==> config.mk <==
export PLATFORM = sky130hd
export DESIGN_NAME = pgm_port
export DESIGN_NICKNAME = d
export VERILOG_FILES = /design/src/rtl/pgm_port_pkg.sv /design/src/rtl/pgm_sync.sv /design/src/rtl/pgm_fsm.sv /design/src/rtl/pgm_wrtimer.sv /design/src/rtl/pgm_port.sv
export SDC_FILE = /design/constraint.sdc
export NUM_CORES = 1
export LEC_CHECK = 0
export ABC_AREA = 1
export ABC_CLOCK_PERIOD_IN_PS = 2210
export BUFFER_PORTS_ARGS = -buffer_cell sky130_fd_sc_hd__buf_4
export CAP_MARGIN = 20
export CORE_MARGIN = 2
export CORE_UTILIZATION = 60
export CTS_BUF_LIST = sky130_fd_sc_hd__clkbuf_4 sky130_fd_sc_hd__clkbuf_8
export DETAILED_ROUTE_END_ITERATION = 10
export GPL_ROUTABILITY_DRIVEN = 1
export GPL_TIMING_DRIVEN = 0
export PLACE_DENSITY = 0.91
export REMOVE_ABC_BUFFERS = 1
export SYNTH_ARGS = -nofsm -noshare
export SYNTH_HDL_FRONTEND = slang
export SYNTH_SLANG_ARGS = --single-unit
==> constraint.sdc <==
create_clock -name clk -period 2.21 [get_ports clk]
set_input_delay 0 -clock clk [delete_from_list [all_inputs] [get_ports clk]]
set_output_delay 0 -clock clk [all_outputs]
set_load 0.005 [all_outputs]
==> src/rtl/pgm_port_pkg.sv <==
package pgm_port_pkg;
  localparam int CMD_W = 4;
  localparam int PAY_W = 16;
  localparam logic [CMD_W-1:0] CMD_CORE  = 4'b0000;
  localparam logic [CMD_W-1:0] CMD_SHOUT = 4'b0010;

  typedef enum logic [1:0] {ST_CMD, ST_GAP1, ST_PAY, ST_GAP2} pst_t;

  // LSB-first shift: new bit enters at the top, oldest ends at bit 0
  function automatic logic [CMD_W-1:0] cmd_shift(logic [CMD_W-1:0] sr, logic b);
    return {b, sr[CMD_W-1:1]};
  endfunction

  function automatic logic [PAY_W-1:0] pay_shift(logic [PAY_W-1:0] sr, logic b);
    return {b, sr[PAY_W-1:1]};
  endfunction
endpackage

==> src/rtl/pgm_sync.sv <==
module pgm_sync #(
  parameter int W      = 2,
  parameter int STAGES = 2
) (
  input  logic         clk,
  input  logic         rst_n,
  input  logic [W-1:0] d,
  output logic [W-1:0] q
);
  logic [W-1:0] chain [STAGES];

  generate
    for (genvar i = 0; i < STAGES; i++) begin : g_stage
      if (i == 0) begin : g_first
        always_ff @(posedge clk or negedge rst_n)
          if (!rst_n) chain[0] <= '0;
          else        chain[0] <= d;
      end else begin : g_next
        always_ff @(posedge clk or negedge rst_n)
          if (!rst_n) chain[i] <= '0;
          else        chain[i] <= chain[i-1];
      end
    end
  endgenerate

  assign q = chain[STAGES-1];
endmodule

==> src/rtl/pgm_fsm.sv <==
module pgm_fsm
  import pgm_port_pkg::*;
#(
  parameter int P5_CYC  = 12,
  parameter int P5A_CYC = 12
) (
  input  logic             clk,
  input  logic             rst_n,
  input  logic             pgc_s,
  input  logic             pgd_s,
  input  logic             hold_ext,
  input  logic [PAY_W-1:0] rd_data,
  output logic             exec_valid,
  output logic [PAY_W-1:0] exec_instr,
  output logic             pgd_out,
  output logic             pgd_oe,
  output logic             fall_ok,
  output logic             proto_err
);
  localparam int GMAX = (P5_CYC > P5A_CYC) ? P5_CYC : P5A_CYC;
  localparam int GW   = $clog2(GMAX + 1);
  localparam int BW   = $clog2(PAY_W + 1);

  pst_t             st;
  logic             pgc_d;
  logic [GW-1:0]    gap_cnt;
  logic [BW-1:0]    bitcnt;
  logic [CMD_W-1:0] cmd_sr;
  logic [PAY_W-1:0] pay_sr, out_sr;

  // named events for assertions
  logic rise, fall, gap_busy, hold, rise_ok, last_fall;
  assign rise      = pgc_s & ~pgc_d;
  assign fall      = ~pgc_s & pgc_d;
  assign gap_busy  = (st == ST_GAP1) || (st == ST_GAP2);
  assign hold      = gap_busy || hold_ext;
  assign fall_ok   = fall && !hold;
  assign rise_ok   = rise && !hold;
  assign last_fall = fall_ok && (st == ST_PAY) && (bitcnt == BW'(PAY_W-1));

  always_ff @(posedge clk or negedge rst_n) begin
    if (!rst_n) begin
      st <= ST_CMD; pgc_d <= 1'b0; gap_cnt <= '0; bitcnt <= '0;
      cmd_sr <= '0; pay_sr <= '0; out_sr <= '0;
      exec_valid <= 1'b0; exec_instr <= '0;
      pgd_out <= 1'b0; pgd_oe <= 1'b0; proto_err <= 1'b0;
    end else begin
      pgc_d      <= pgc_s;
      exec_valid <= 1'b0;
      if ((rise || fall) && hold) proto_err <= 1'b1;
      case (st)
        ST_CMD: if (fall_ok) begin
          cmd_sr <= cmd_shift(cmd_sr, pgd_s);
          if (bitcnt == BW'(CMD_W-1)) begin
            bitcnt <= '0; st <= ST_GAP1; gap_cnt <= GW'(P5_CYC);
          end else bitcnt <= bitcnt + 1'b1;
        end
        ST_GAP1: begin
          if (gap_cnt <= GW'(1)) begin
            st <= ST_PAY;
            if (cmd_sr == CMD_SHOUT) begin
              out_sr <= rd_data; pgd_oe <= 1'b1;
            end
          end else gap_cnt <= gap_cnt - 1'b1;
        end
        ST_PAY: begin
          if (rise_ok && cmd_sr == CMD_SHOUT) begin
            pgd_out <= out_sr[0];
            out_sr  <= out_sr >> 1;
          end
          if (fall_ok) begin
            pay_sr <= pay_shift(pay_sr, pgd_s);
            if (last_fall) begin
              bitcnt <= '0; st <= ST_GAP2; gap_cnt <= GW'(P5A_CYC);
              pgd_oe <= 1'b0;
              if (cmd_sr == CMD_CORE) begin
                exec_valid <= 1'b1;
                exec_instr <= pay_shift(pay_sr, pgd_s);
              end
            end else bitcnt <= bitcnt + 1'b1;
          end
        end
        default: begin
          if (gap_cnt <= GW'(1)) st <= ST_CMD;
          else gap_cnt <= gap_cnt - 1'b1;
        end
      endcase
    end
  end

  a_r4_oe_release: assert property (@(posedge clk) disable iff (!rst_n)
    last_fall |=> !pgd_oe);
  a_r3_oe_only_in_payload: assert property (@(posedge clk) disable iff (!rst_n)
    pgd_oe |-> (st == ST_PAY || st == ST_GAP2));
  a_r6_gap_edge_flags: assert property (@(posedge clk) disable iff (!rst_n)
    (gap_busy && (rise || fall)) |=> proto_err);
  a_r10_err_sticky: assert property (@(posedge clk) disable iff (!rst_n)
    proto_err |=> proto_err);
  a_r2_exec_after_payload: assert property (@(posedge clk) disable iff (!rst_n)
    exec_valid |-> (st == ST_GAP2 && $past(fall_ok)));
endmodule

==> src/rtl/pgm_wrtimer.sv <==
module pgm_wrtimer #(
  parameter int DISCH_CYC = 30,
  parameter int EDGE_N    = 4
) (
  input  logic clk,
  input  logic rst_n,
  input  logic wr_set,
  input  logic fall_ok,
  input  logic prog_done,
  output logic wr_start,
  output logic disch_active
);
  localparam int EW = $clog2(EDGE_N + 1);
  localparam int DW = $clog2(DISCH_CYC + 1);

  logic          armed;
  logic [EW-1:0] ecnt;
  logic [DW-1:0] dcnt;

  always_ff @(posedge clk or negedge rst_n) begin
    if (!rst_n) begin
      armed <= 1'b0; ecnt <= '0; wr_start <= 1'b0; dcnt <= '0;
    end else begin
      wr_start <= 1'b0;
      if (wr_set) begin
        armed <= 1'b1; ecnt <= '0;
      end else if (armed && fall_ok) begin
        if (ecnt == EW'(EDGE_N-1)) begin
          wr_start <= 1'b1; armed <= 1'b0;
        end else ecnt <= ecnt + 1'b1;
      end
      if (prog_done)        dcnt <= DW'(DISCH_CYC);
      else if (dcnt != '0)  dcnt <= dcnt - 1'b1;
    end
  end

  assign disch_active = (dcnt != '0);

  a_r8_start_on_edge: assert property (@(posedge clk) disable iff (!rst_n)
    wr_start |-> $past(fall_ok) && $past(armed));
  a_r8_single_pulse: assert property (@(posedge clk) disable iff (!rst_n)
    wr_start |=> !wr_start);
  a_r9_window_opens: assert property (@(posedge clk) disable iff (!rst_n)
    $rose(disch_active) |-> $past(prog_done));
endmodule

==> src/rtl/pgm_port.sv <==
module pgm_port
  import pgm_port_pkg::*;
#(
  parameter int P5_CYC    = 12,
  parameter int P5A_CYC   = 12,
  parameter int DISCH_CYC = 30,
  parameter int SYNC_N    = 2
) (
  input  logic             clk,
  input  logic             rst_n,
  input  logic             pgc_pin,
  input  logic             pgd_in,
  output logic             pgd_out,
  output logic             pgd_oe,
  output logic             exec_valid,
  output logic [PAY_W-1:0] exec_instr,
  input  logic [PAY_W-1:0] rd_data,
  input  logic             wr_set,
  output logic             wr_start,
  input  logic             prog_done,
  output logic             disch_active,
  output logic             proto_err
);
  logic [1:0] pins_s;
  logic       fall_ok;

  pgm_sync #(.W(2), .STAGES(SYNC_N)) u_sync (
    .clk(clk), .rst_n(rst_n), .d({pgc_pin, pgd_in}), .q(pins_s));

  pgm_fsm #(.P5_CYC(P5_CYC), .P5A_CYC(P5A_CYC)) u_fsm (
    .clk(clk), .rst_n(rst_n), .pgc_s(pins_s[1]), .pgd_s(pins_s[0]),
    .hold_ext(disch_active), .rd_data(rd_data),
    .exec_valid(exec_valid), .exec_instr(exec_instr),
    .pgd_out(pgd_out), .pgd_oe(pgd_oe), .fall_ok(fall_ok),
    .proto_err(proto_err));

  pgm_wrtimer #(.DISCH_CYC(DISCH_CYC), .EDGE_N(4)) u_wr (
    .clk(clk), .rst_n(rst_n), .wr_set(wr_set), .fall_ok(fall_ok),
    .prog_done(prog_done), .wr_start(wr_start),
    .disch_active(disch_active));
endmodule

==> results of run 1 <==
per-stage QoR:
step | cells | setup slack (ps) | hold WS (ps)
2_1_floorplan | 427 | -316 | -296
3_3_place_gp | 547 | -946 | 112
5_1_grt | 599 | -23.7 | 14.5
4_1_cts | 586 | 46.7 | 11.6
6_report | 599 | 129 | -0.746
3_5_place_dp | 547 | -1000 | 112
worst paths after layout:
path / to / cells past startpoint / slack [ps]
max: u_fsm.out_sr[0] / 7 / 130
min: u_fsm.exec_instr[5] / 2 / -0.7
max reg2reg: u_fsm.out_sr[0] / 7 / 130
min reg2reg: u_sync.q[0] / 0 / 360
max in group asynchronous: u_fsm.st[1] / 3 / 1590
min in group clk: u_fsm.out_sr[9] / 5 / 40
cell usage in the layout, fill, tap and decap left out, types with 2 or more instances in the layout:
master / netlist / final
nand2_1: 165 / 165
dfrtp_1: 81 / 80
buf_4: 1 / 54
inv_1: 44 / 43
nand3_1: 28 / 28
o21ai_0: 24 / 24
dlygate4sd3_1: 0 / 20
nor2_1: 15 / 15
ha_1: 15 / 14
o21ai_2: 13 / 13
clkbuf_8: 0 / 10
a21oi_1: 7 / 7
nor2_4: 4 / 5
nor3_1: 5 / 5
nand3_4: 2 / 3
clkinv_4: 1 / 3
xnor2_1: 3 / 3
xor2_1: 2 / 2
inv_2: 2 / 2
nand3_2: 1 / 2
bufinv_16: 0 / 2
critical path: cells and delay by family, from the launching register on:
kind	cells	cell delay (ps)
and+or+nand+nor	4	590
AOI/OAI and AO/OA	1	480
DFF	1	450
adders and majority gates	1	290
buffers and inverters	1	150
logic make-up after synthesis:
kind of cell / count (synthesis)
flip-flops: 81
XOR/XNOR: 5
AO/OA/AOI/OAI: 52
buffers and inverters: 59
AND/OR/NAND/NOR: 227
adder cells (fa/ha/maj): 15
sequential cells by signal, indices dropped and copies added (netlist names), 3 cells and up:
name              flops
u_wr.ecnt             3
u_fsm.gap_cnt         4
u_fsm.pay_sr         15
u_fsm.cmd_sr          4
u_fsm.bitcnt          5
u_fsm.out_sr         16
u_wr.dcnt             5
u_fsm.exec_instr     16
cell type report:
type	instances	area [µm²]	area share [%]
inverters	47	185	3.84
repair buffers	75	633	13.1
clock buffers	11	145	3.01
well taps	77	96.3	2.00
repair inverters	1	5.00	0.104
clock inverters	5	86.3	1.79
flip-flops and latches	81	2030	42.1
multi-input cells	302	1640	34.1
metal layers:
layer | part of all wire (%) | track usage [%] | vias to the layer above
met3 | 5.3 | 4.23 | 41
met5 | 0 | 0 | -
met2 | 51 | 44.0 | 149
li1 | - | - | 1540
met1 | 40 | 32.7 | 1664
met4 | 4.2 | 14.4 | 0
repair_timing:
item	CTS	global route
setup buffers	1	10
hold endpoints to repair	108	0
hold buffers	20	0
gates cloned	2	2
pin swaps	1	2
endpoints found under the setup margin	61	39
gates resized for setup	4	1
power by group:
group,internal [µW],switching (µW)
combinational,68.4,66.9
clock,688,582
sequential,1490,10.6
==> qor.yml, run 1 <==
routing:
  via_per_inst: 5.67
  first_pass_iters: 6
  ant_nets: 0
  drt_wl_total_um: 9760
  drc_errors: 0
  vias: 3394
  dr.first_iter.drc_count: 339
  drt-wirelength-per-cell_um: 16.3
grt:
  grt_usage_pct: 26.3
  grt_pass1_wl_um: 14800
  grt_remaining_overflow: 0
  antenna_found_initial: 0
  grt_max_degree: 82
  grt_pass1_vias: 3239
yosys:
  yosysTopAreaCellShare_pct: 52.1
  yosysSeqAreaShare_pct: 52.1
  netlist_area_mm2: 0.00389
  muxShareOfSynthArea_pct: 0
  synth_cell_types: 36
  synth_seq_cells: 81
  synthAdderAreaFrac_pct: 4.82
  synth_top_family_by_area: "simple AND/OR/NAND/NOR gates"
  yosysTopAreaCell: "dfrtp_1"
  post-synth-top-count-cell: "nand2_1"
  synth_xor_area_share_pct: 1.13
  ys_async_sr_fraction_pct: 100
  synthSimpleGateAreaFrac_pct: 26.0
  avgSynthCellArea_um2: 8.86
  synth_area_leaders: "dfrtp_1 52%, nand2_1 16%, ha_1 4.8%"
  synth_flop_cell: "dfrtp_1"
  synth_edf_count: 0
  synth_common_cells: "165 x nand2_1, 81 x dfrtp_1, 44 x inv_1"
  synth_compound_area_share_pct: 8.91
  yosysWarnings: 0
  syn_inst: 439
cts:
  clkSlewWorstSetupHoldPaths_ps: 90
  clkLatencyLatePin_ps: 370
  cts_buffer_depth: 2
  cts_tree: "yes"
  cts_root_buf: "clkbuf_8"
  cts_made_buffers: 9
  cts_htree_levels: 3
  clock-sinks: 81
min_path:
  min_path_type: "in -> async"
critical_path:
  path_class: "reg -> reg"
  path_cells: "inv_1 -> ha_4 -> nor2_1 -> a21oi_4 -> nand2_4 -> nand2_1 -> nand2_1"
  critPathSlowestCell: "a21oi_4"
  end_kind: "flip-flop"
  critPathLaunch: "u_fsm.st[0]"
  r2r-start: "u_fsm.st[0]"
  slowest_delay_ps: 480
  path_common_cell: "nand2_1"
  arrival_ps: 2340
  path_max_fanout: 19
  required_ps: 2470
  worst_setup_path_start_kind: "flip-flop"
timing:
  worstMarginPinSlew_ps: 804
  period_needed_ps: 2080
  slew_headroom_pct: 46.0
  min_period_over_period_pct: 94.1
  max_freq_mhz: 481
  slew_violations: 0
  setup_violations: 0
  holdWs_ps: -0.746
  clock_skew_ps: 15.7
  fin_tns_setup_ps: 0
  finalHoldViolCount: 2
finish:
  area_growth_pct: 23.9
  fin_util_pct: 76.4
  fillers: 360
  final_area_mm2: 0.00482
  n_antenna_cell: 0
  drive_above_1_share_pct: 20.9
  layout.nets: 554
floorplan:
  start_util_pct: 61.6
  core_area_mm2: 0.00631
  die-area_mm2: 0.00714
  die_h_um: 84.5
  rows: 29
  top_level_ports: 44
  die_w_um: 84.5
run:
  maxCapViolations: 0
place:
  portBuffers: 43
  gp_congestion: 0.739
  place_area_mm2: 0.00422
  hpwl_um: 4830
power:
  powerDensity_mw_per_mm2: 603
  total_power_uw: 2910
  peakVddDrop_v: 0.000430
  power.leakage_uw: 0.00232
run_status:
  failed_checks: "hold timing"
  outcome: "finished with violations"
Power figures use the tool's default switching activity.
==> run 2, diff against run 1 <==
--- a/config.mk
+++ b/config.mk
@@ -9,14 +9,17 @@
 export ABC_CLOCK_PERIOD_IN_PS = 2210
 export BUFFER_PORTS_ARGS = -buffer_cell sky130_fd_sc_hd__buf_4
 export CAP_MARGIN = 20
+export CELL_PAD_IN_SITES_DETAIL_PLACEMENT = 1
+export CELL_PAD_IN_SITES_GLOBAL_PLACEMENT = 1
 export CORE_MARGIN = 2
-export CORE_UTILIZATION = 60
+export CORE_UTILIZATION = 46
 export CTS_BUF_LIST = sky130_fd_sc_hd__clkbuf_4 sky130_fd_sc_hd__clkbuf_8
 export DETAILED_ROUTE_END_ITERATION = 10
 export GPL_ROUTABILITY_DRIVEN = 1
 export GPL_TIMING_DRIVEN = 0
 export PLACE_DENSITY = 0.91
 export REMOVE_ABC_BUFFERS = 1
+export SKIP_CTS_REPAIR_TIMING = 1
 export SYNTH_ARGS = -nofsm -noshare
 export SYNTH_HDL_FRONTEND = slang
 export SYNTH_SLANG_ARGS = --single-unit
==> run 2 against run 1 <==
  * The run still ends with hold timing left
  * Power is 3.7% higher
  * Clock skew is 1.3 ps lower
  * Wire length is 34% higher
  * Non-clock buffer count is 11 lower
  * First-iteration DRC count is 32% lower
  * Clock power is 9% higher
  * Global-route usage is 2.4 points lower
  * Maximum frequency is 2.6% lower
  * Die area is 29% higher
  * Hold slack worse by 33 ps
  * Flip-flop and latch count stayed put
  * Highest routed layer unchanged
==> qor.yml, run 2 (same netlist as run 1, synthesis figures left out) <==
routing:
  first_pass_iters: 5  # -1
  via_per_inst: 5.50  # -3.0%
  ant_nets: 0  # unchanged
  dr.first_iter.drc_count: 229  # -32%
  drt_wl_total_um: 13000  # +34%
  vias: 3380  # -0.41%
  drt-wirelength-per-cell_um: 21.2  # +30%
  drc_errors: 0  # unchanged
cts:
  cts_made_buffers: 9  # unchanged
  cts_root_buf: "clkbuf_8"
  clkSlewWorstSetupHoldPaths_ps: 90  # about the same
  cts_buffer_depth: 2  # unchanged
  clock-sinks: 81  # unchanged
  clkLatencyLatePin_ps: 370  # about the same
  cts_tree: "yes"
  cts_htree_levels: 3  # unchanged
grt:
  grt_pass1_vias: 3304  # +2.0%
  grt_usage_pct: 23.9  # -2.4 points
  antenna_found_initial: 0  # unchanged
  grt_remaining_overflow: 0  # unchanged
  grt_pass1_wl_um: 16700  # +13%
  grt_max_degree: 82  # unchanged
timing:
  clock_skew_ps: 14.3  # -1.33 ps
  min_period_over_period_pct: 96.7  # +2.5 points
  max_freq_mhz: 468  # -2.6%
  slew_violations: 0  # unchanged
  setup_violations: 0  # unchanged
  slew_headroom_pct: 50.7  # +4.7 points
  finalHoldViolCount: 5  # +3
  period_needed_ps: 2140  # +55.5 ps
  holdWs_ps: -33.7  # -33.0 ps
  worstMarginPinSlew_ps: 734  # -70.0 ps
critical_path:
  path_max_fanout: 8  # -11
  end_kind: "flip-flop"
  arrival_ps: 2400  # +60 ps
  path_class: "reg -> reg"
  worst_setup_path_start_kind: "flip-flop"
  required_ps: 2480  # about the same
  path_cells: "inv_1 -> ha_1 -> nor2_4 -> nand4_4 -> nor2_1 -> nand2_1 -> o21ai_0"
  critPathSlowestCell: "nor2_1"
  slowest_delay_ps: 500  # +20 ps
  path_buf_inv: 1  # unchanged
  cp_top_family: "simple AND/OR/NAND/NOR gates"
finish:
  final_area_mm2: 0.00477  # -1.0%
  area_growth_pct: 22.6
  drive_above_1_share_pct: 21.4  # +0.49 points
  stdcell_count: 615  # +2.7%
  layout.nets: 542  # -2.2%
  final_cell_mix: "165 x nand2_1, 80 x dfrtp_1, 53 x buf_4"
  reg.largest.list: "u_fsm.exec_instr x16, u_fsm.out_sr x16, u_fsm.pay_sr x15"
  n_antenna_cell: 0  # unchanged
  final_common_cell: "nand2_1"
run_status:
  outcome: "finished with violations"
  failed_checks: "hold timing"
floorplan:
  rows: 33  # +14%
  start_util_pct: 47.3  # -14 points
  top_level_ports: 44  # unchanged
  die_w_um: 96.0  # +14%
  die-area_mm2: 0.00921  # +29%
  die_h_um: 96.0  # +14%
  core_area_mm2: 0.00822  # +30%
place:
  gp_congestion: 0.783  # +5.9%
  portBuffers: 43  # unchanged
  hpwl_um: 6140  # +27%
  place_area_mm2: 0.00425  # +0.83%
  place_inst: 575  # +5.1%
power:
  peakVddDrop_v: 0.000619  # +44%
  powerDensity_mw_per_mm2: 632  # +4.8%
  power.leakage_uw: 0.00229  # -1.5%
run:
  maxCapViolations: 0  # unchanged
min_path:
  min_path_type: "in -> reg"
==> run 2: final cells by class <==
cell class                      instances  area, µm²
Fill cell                             971       3450
Sequential cell                        81       2030
Multi-Input combinational cell        301       1640
Timing Repair Buffer                   64        537
Inverter                               47        185
Clock buffer                           10        131
Tap cell                              105        131
Clock inverter                          6        114
Timing Repair inverter                  1       5.00
==> run 2: per-layer routing <==
| metal | share of wire (%) | vias to the layer above | track usage [%] |
|---|---|---|---|
| li1 | - | 1516 | - |
| met1 | 39 | 1730 | 29.6 |
| met2 | 54 | 101 | 42.3 |
| met3 | 3.4 | 33 | 4.23 |
| met4 | 3.5 | 0 | 7.38 |
| met5 | 0 | - | 0 |
==> run 2: worst min-delay path, stage by stage <==
cell and delay [ps]:
buf_4 80, nand2_1 40, nand2_1 50, nand3_1 70, nand2_1 60
==> run 2: stage by stage <==
stage          total power [µW]  TNS [ps]  hold WS, ps  util [%]  worst slack (ps)
2_1_floorplan              1560     -5100         -296         -              -316
3_5_place_dp               1630    -41580          111      51.8             -1220
5_1_grt                    3100     -72.9         1.78      58.1             -24.9
3_3_place_gp               1630    -33600          110      51.8             -1040
4_1_cts                    2980    -47040         -272      54.7             -1340
6_report                   3020         0        -33.7      58.1              74.0
==> run 2: power breakdown <==
part           total, µW  internal [µW]  switching [µW]
logic                124           55.2            68.9
registers           1500           1490            11.7
clock network       1390            768             620
==> run 2: worst paths after layout <==
path | from | to | slack [ps] | depth (start not counted)
min in group asynchronous | rst_n | u_fsm.pay_sr[9] | 130 | 2
max in group asynchronous | rst_n | u_fsm.out_sr[8] | 1460 | 3
worst max register to register | u_fsm.st[1] | u_fsm.cmd_sr[2] | 70 | 7
worst min register to register | u_sync.chain[2] | u_sync.q[0] | 390 | 0
worst max-delay path | u_fsm.st[1] | u_fsm.cmd_sr[2] | 70 | 7
worst min-delay path | rd_data[13] | u_fsm.out_sr[13] | -30 | 5
==> run 3, diff against run 2 <==
--- a/config.mk
+++ b/config.mk
@@ -12,14 +12,15 @@
 export CELL_PAD_IN_SITES_DETAIL_PLACEMENT = 1
 export CELL_PAD_IN_SITES_GLOBAL_PLACEMENT = 1
 export CORE_MARGIN = 2
-export CORE_UTILIZATION = 46
+export CORE_UTILIZATION = 45
 export CTS_BUF_LIST = sky130_fd_sc_hd__clkbuf_4 sky130_fd_sc_hd__clkbuf_8
 export DETAILED_ROUTE_END_ITERATION = 10
 export GPL_ROUTABILITY_DRIVEN = 1
 export GPL_TIMING_DRIVEN = 0
-export PLACE_DENSITY = 0.91
+export PLACE_DENSITY = 0.9
 export REMOVE_ABC_BUFFERS = 1
 export SKIP_CTS_REPAIR_TIMING = 1
 export SYNTH_ARGS = -nofsm -noshare
 export SYNTH_HDL_FRONTEND = slang
+export SYNTH_HIERARCHICAL = 1
 export SYNTH_SLANG_ARGS = --single-unit
==> run 3 against run 2 <==
  * The run still ends with hold timing left
  * Worst setup slack lost 23 ps
  * Synthesized cell count is 5.5% higher
  * Synthesized area fell by 0.35%
  * Sequential share of layout area up 1.3 points
  * Final cell count is 2.3% higher
  * Non-clock buffer count down 5
  * Clock skew up 2.7 ps
  * Design area down 2.9%
  * Hold slack lost 3.3 ps
  * Clock power decreased by 24%
  * Critical path depth up 3
  * Die area grew 1.8%
  * Highest routed layer unchanged
==> qor.yml, run 3 <==
run_status:
  outcome: "finished with violations"
  failed_checks: "hold timing"
critical_path:
  critPathSlowestCell: "dfrtp_2"
  path_class: "reg -> reg"
  slowest_delay_ps: 450  # -50 ps
  r2r-start: "u_fsm/st[1]"
  path_max_fanout: 5  # -3
  worst_setup_path_start_kind: "flip-flop"
  critPathLaunch: "u_fsm/st[1]"
  path_cells: "inv_1 -> ha_1 -> nor2_4 -> nand3_1 -> nand2_1 -> inv_1 -> nor2_2 -> nand2_1 -> nand2_1 -> nand2_1"
  arrival_ps: 2410  # about the same
  required_ps: 2460  # -20 ps
  end_kind: "flip-flop"
  path_common_cell: "nand2_1"
grt:
  grt_max_degree: 82  # unchanged
  grt_pass1_vias: 3382  # +2.4%
  antenna_found_initial: 0  # unchanged
  grt_pass1_wl_um: 16200  # -3.0%
  grt_remaining_overflow: 0  # unchanged
  grt_usage_pct: 21.1  # -2.7 points
run:
  maxCapViolations: 0  # unchanged
yosys:
  synth_cell_types: 26  # -28%
  synth_common_cells: "171 x nand2_1, 81 x dfrtp_1, 50 x inv_1"
  post-synth-top-count-cell: "nand2_1"
  ys_async_sr_fraction_pct: 100  # unchanged
  yosysTopAreaCell: "dfrtp_1"
  yosysTopAreaCellShare_pct: 52.3  # +0.19 points
  synth_edf_count: 0  # unchanged
  syn_inst: 463  # +5.5%
  yosysSeqAreaShare_pct: 52.3  # +0.19 points
  synth_seq_cells: 81  # unchanged
  yosysWarnings: 6  # +6
  netlist_area_mm2: 0.00388  # -0.35%
  avgSynthCellArea_um2: 8.37  # -5.5%
  synth_area_leaders: "dfrtp_1 52%, nand2_1 17%, inv_1 4.8%"
  synth_flop_cell: "dfrtp_1"
timing:
  finalHoldViolCount: 9  # +4
  period_needed_ps: 2160  # +22.8 ps
  slew_violations: 0  # unchanged
  setup_violations: 0  # unchanged
  holdWs_ps: -37.0  # -3.27 ps
  max_freq_mhz: 463  # -1.1%
  worstMarginPinSlew_ps: 471  # -263 ps
  min_period_over_period_pct: 97.7  # +1.0 points
  slew_headroom_pct: 68.5  # +18 points
  fin_tns_setup_ps: 0  # unchanged
  clock_skew_ps: 17.1  # +2.73 ps
  setup_slack_ps: 51.2  # -22.8 ps
floorplan:
  core_area_mm2: 0.00830  # +1.0%
  rows: 33  # unchanged
  die-area_mm2: 0.00937  # +1.8%
  start_util_pct: 46.7  # -0.64 points
  top_level_ports: 44  # unchanged
  die_w_um: 96.8  # +0.89%
  die_h_um: 96.8  # +0.89%
routing:
  drc_errors: 0  # unchanged
  drt-wirelength-per-cell_um: 16.6  # -22%
  ant_nets: 0  # unchanged
  dr.first_iter.drc_count: 123  # -46%
  vias: 3262  # -3.5%
  first_pass_iters: 4  # -1
  via_per_inst: 5.19  # -5.6%
  drt_wl_total_um: 10400  # -20%
power:
  swShare_pct: 25.1  # +1.9 points
  peakVddDrop_v: 0.000336  # -46%
  combPwrFrac_pct: 4.6  # +0.5 points
  p_int_uw: 2000  # -14%
  power.leakage_uw: 0.00227  # -0.61%
  pwr-share-clk_pct: 39.2  # -6.8 points
  p_sw_uw: 670  # -4.4%
  seqPwrFrac_pct: 56.1  # +6.2 points
  powerDensity_mw_per_mm2: 577  # -8.8%
  total_power_uw: 2670  # -11%
finish:
  fin_util_pct: 55.8  # -2.3 points
  final_common_cell: "nand2_1"
  drive_above_1_share_pct: 18.1  # -3.2 points
  stdcell_count: 629  # +2.3%
  area_growth_pct: 19.5
  final_cell_mix: "170 x nand2_1, 80 x dfrtp_1, 49 x inv_1"
  reg.largest.list: "u_fsm/exec_instr x16, u_fsm/out_sr x16, u_fsm/pay_sr x15"
  layout.nets: 555  # +2.4%
  n_antenna_cell: 0  # unchanged
cts:
  clock-sinks: 81  # unchanged
  cts_made_buffers: 9  # unchanged
  clkLatencyLatePin_ps: 370  # about the same
  cts_htree_levels: 3  # unchanged
  cts_buffer_depth: 2  # unchanged
  cts_root_buf: "clkbuf_8"
  clkSlewWorstSetupHoldPaths_ps: 100  # about the same
  cts_tree: "yes"
place:
  pre_cts_ws_ps: -1420  # -200 ps
  gp_congestion: 0.808  # +3.2%
  hpwl_um: 6350  # +3.3%
  place_inst: 596  # +3.7%
  portBuffers: 43  # unchanged
min_path:
  min_from: "rd_data[11]"
  min_path_type: "in -> reg"
## run 3: kinds of logic (layout without fill, tap and decap cells)
logic type | count (synthesis) | after routing | synth area share (%)
compound gates | 43 | 43 | 5.68
xor+xnor | 1 | 1 | 0.226
fa+ha+maj | 14 | 14 | 4.52
buf+inv | 70 | 130 | 8.30
flops | 81 | 81 | 52.3
simple gates | 254 | 255 | 29.0
## run 3: critical path, delay by kind of cell (launching register included)
| family | cells | cell delay [ps] |
|---|---|---|
| adders and majority gates | 1 | 280 |
| and+or+nand+nor | 7 | 1140 |
| buffers and inverters | 2 | 180 |
| DFF | 1 | 450 |
## run 3: through the flow
step	hold WS (ps)	area, µm²
2_1_floorplan	-296	3760
3_3_place_gp	110	4220
3_5_place_dp	111	4220
4_1_cts	-282	4400
5_1_grt	3.32	4630
6_report	-37.0	4630
## run 3: area by class of cell
| type | count | area, µm² |
|---|---|---|
| clock buffer | 10 | 138 |
| clock inverter | 6 | 50.0 |
| fill | 1009 | 3670 |
| inverter | 55 | 210 |
| multi-input combinational | 313 | 1580 |
| sequential | 81 | 2030 |
| tap | 105 | 131 |
| timing repair buffer | 59 | 495 |
## run 3: final timing paths
check,end,slack (ps),cells past startpoint
setup reg to reg,u_fsm/gap_cnt[1],50,10
hold / removal,u_fsm/out_sr[11],-40,5
hold reg to reg,u_sync/q[1],370,0
setup / recovery,u_fsm/gap_cnt[1],50,10
max in group asynchronous,u_fsm/st[1],1580,3
min in group asynchronous,u_fsm/exec_instr[10],30,2
## run 3: routing by layer
| layer | wire (µm) | share of wire (%) | global-route usage, % |
|---|---|---|---|
| met1 | 4240 | 41 | 25.3 |
| met2 | 5550 | 53 | 38.0 |
| met3 | 324 | 3.1 | 3.90 |
| met4 | 330 | 3.2 | 7.37 |
| met5 | 0 | 0 | 0 |
## run 3: power groups by stage
stage | logic [µW] | clock network (µW) | registers [µW]
final | 124 | 1050 | 1500
after global routing | 142 | 1130 | 1500
after CTS | 103 | 1080 | 1500
after detailed placement | 102 | 0 | 1530
after global placement | 98.2 | 0 | 1530
after floorplan | 34.5 | 0 | 1530
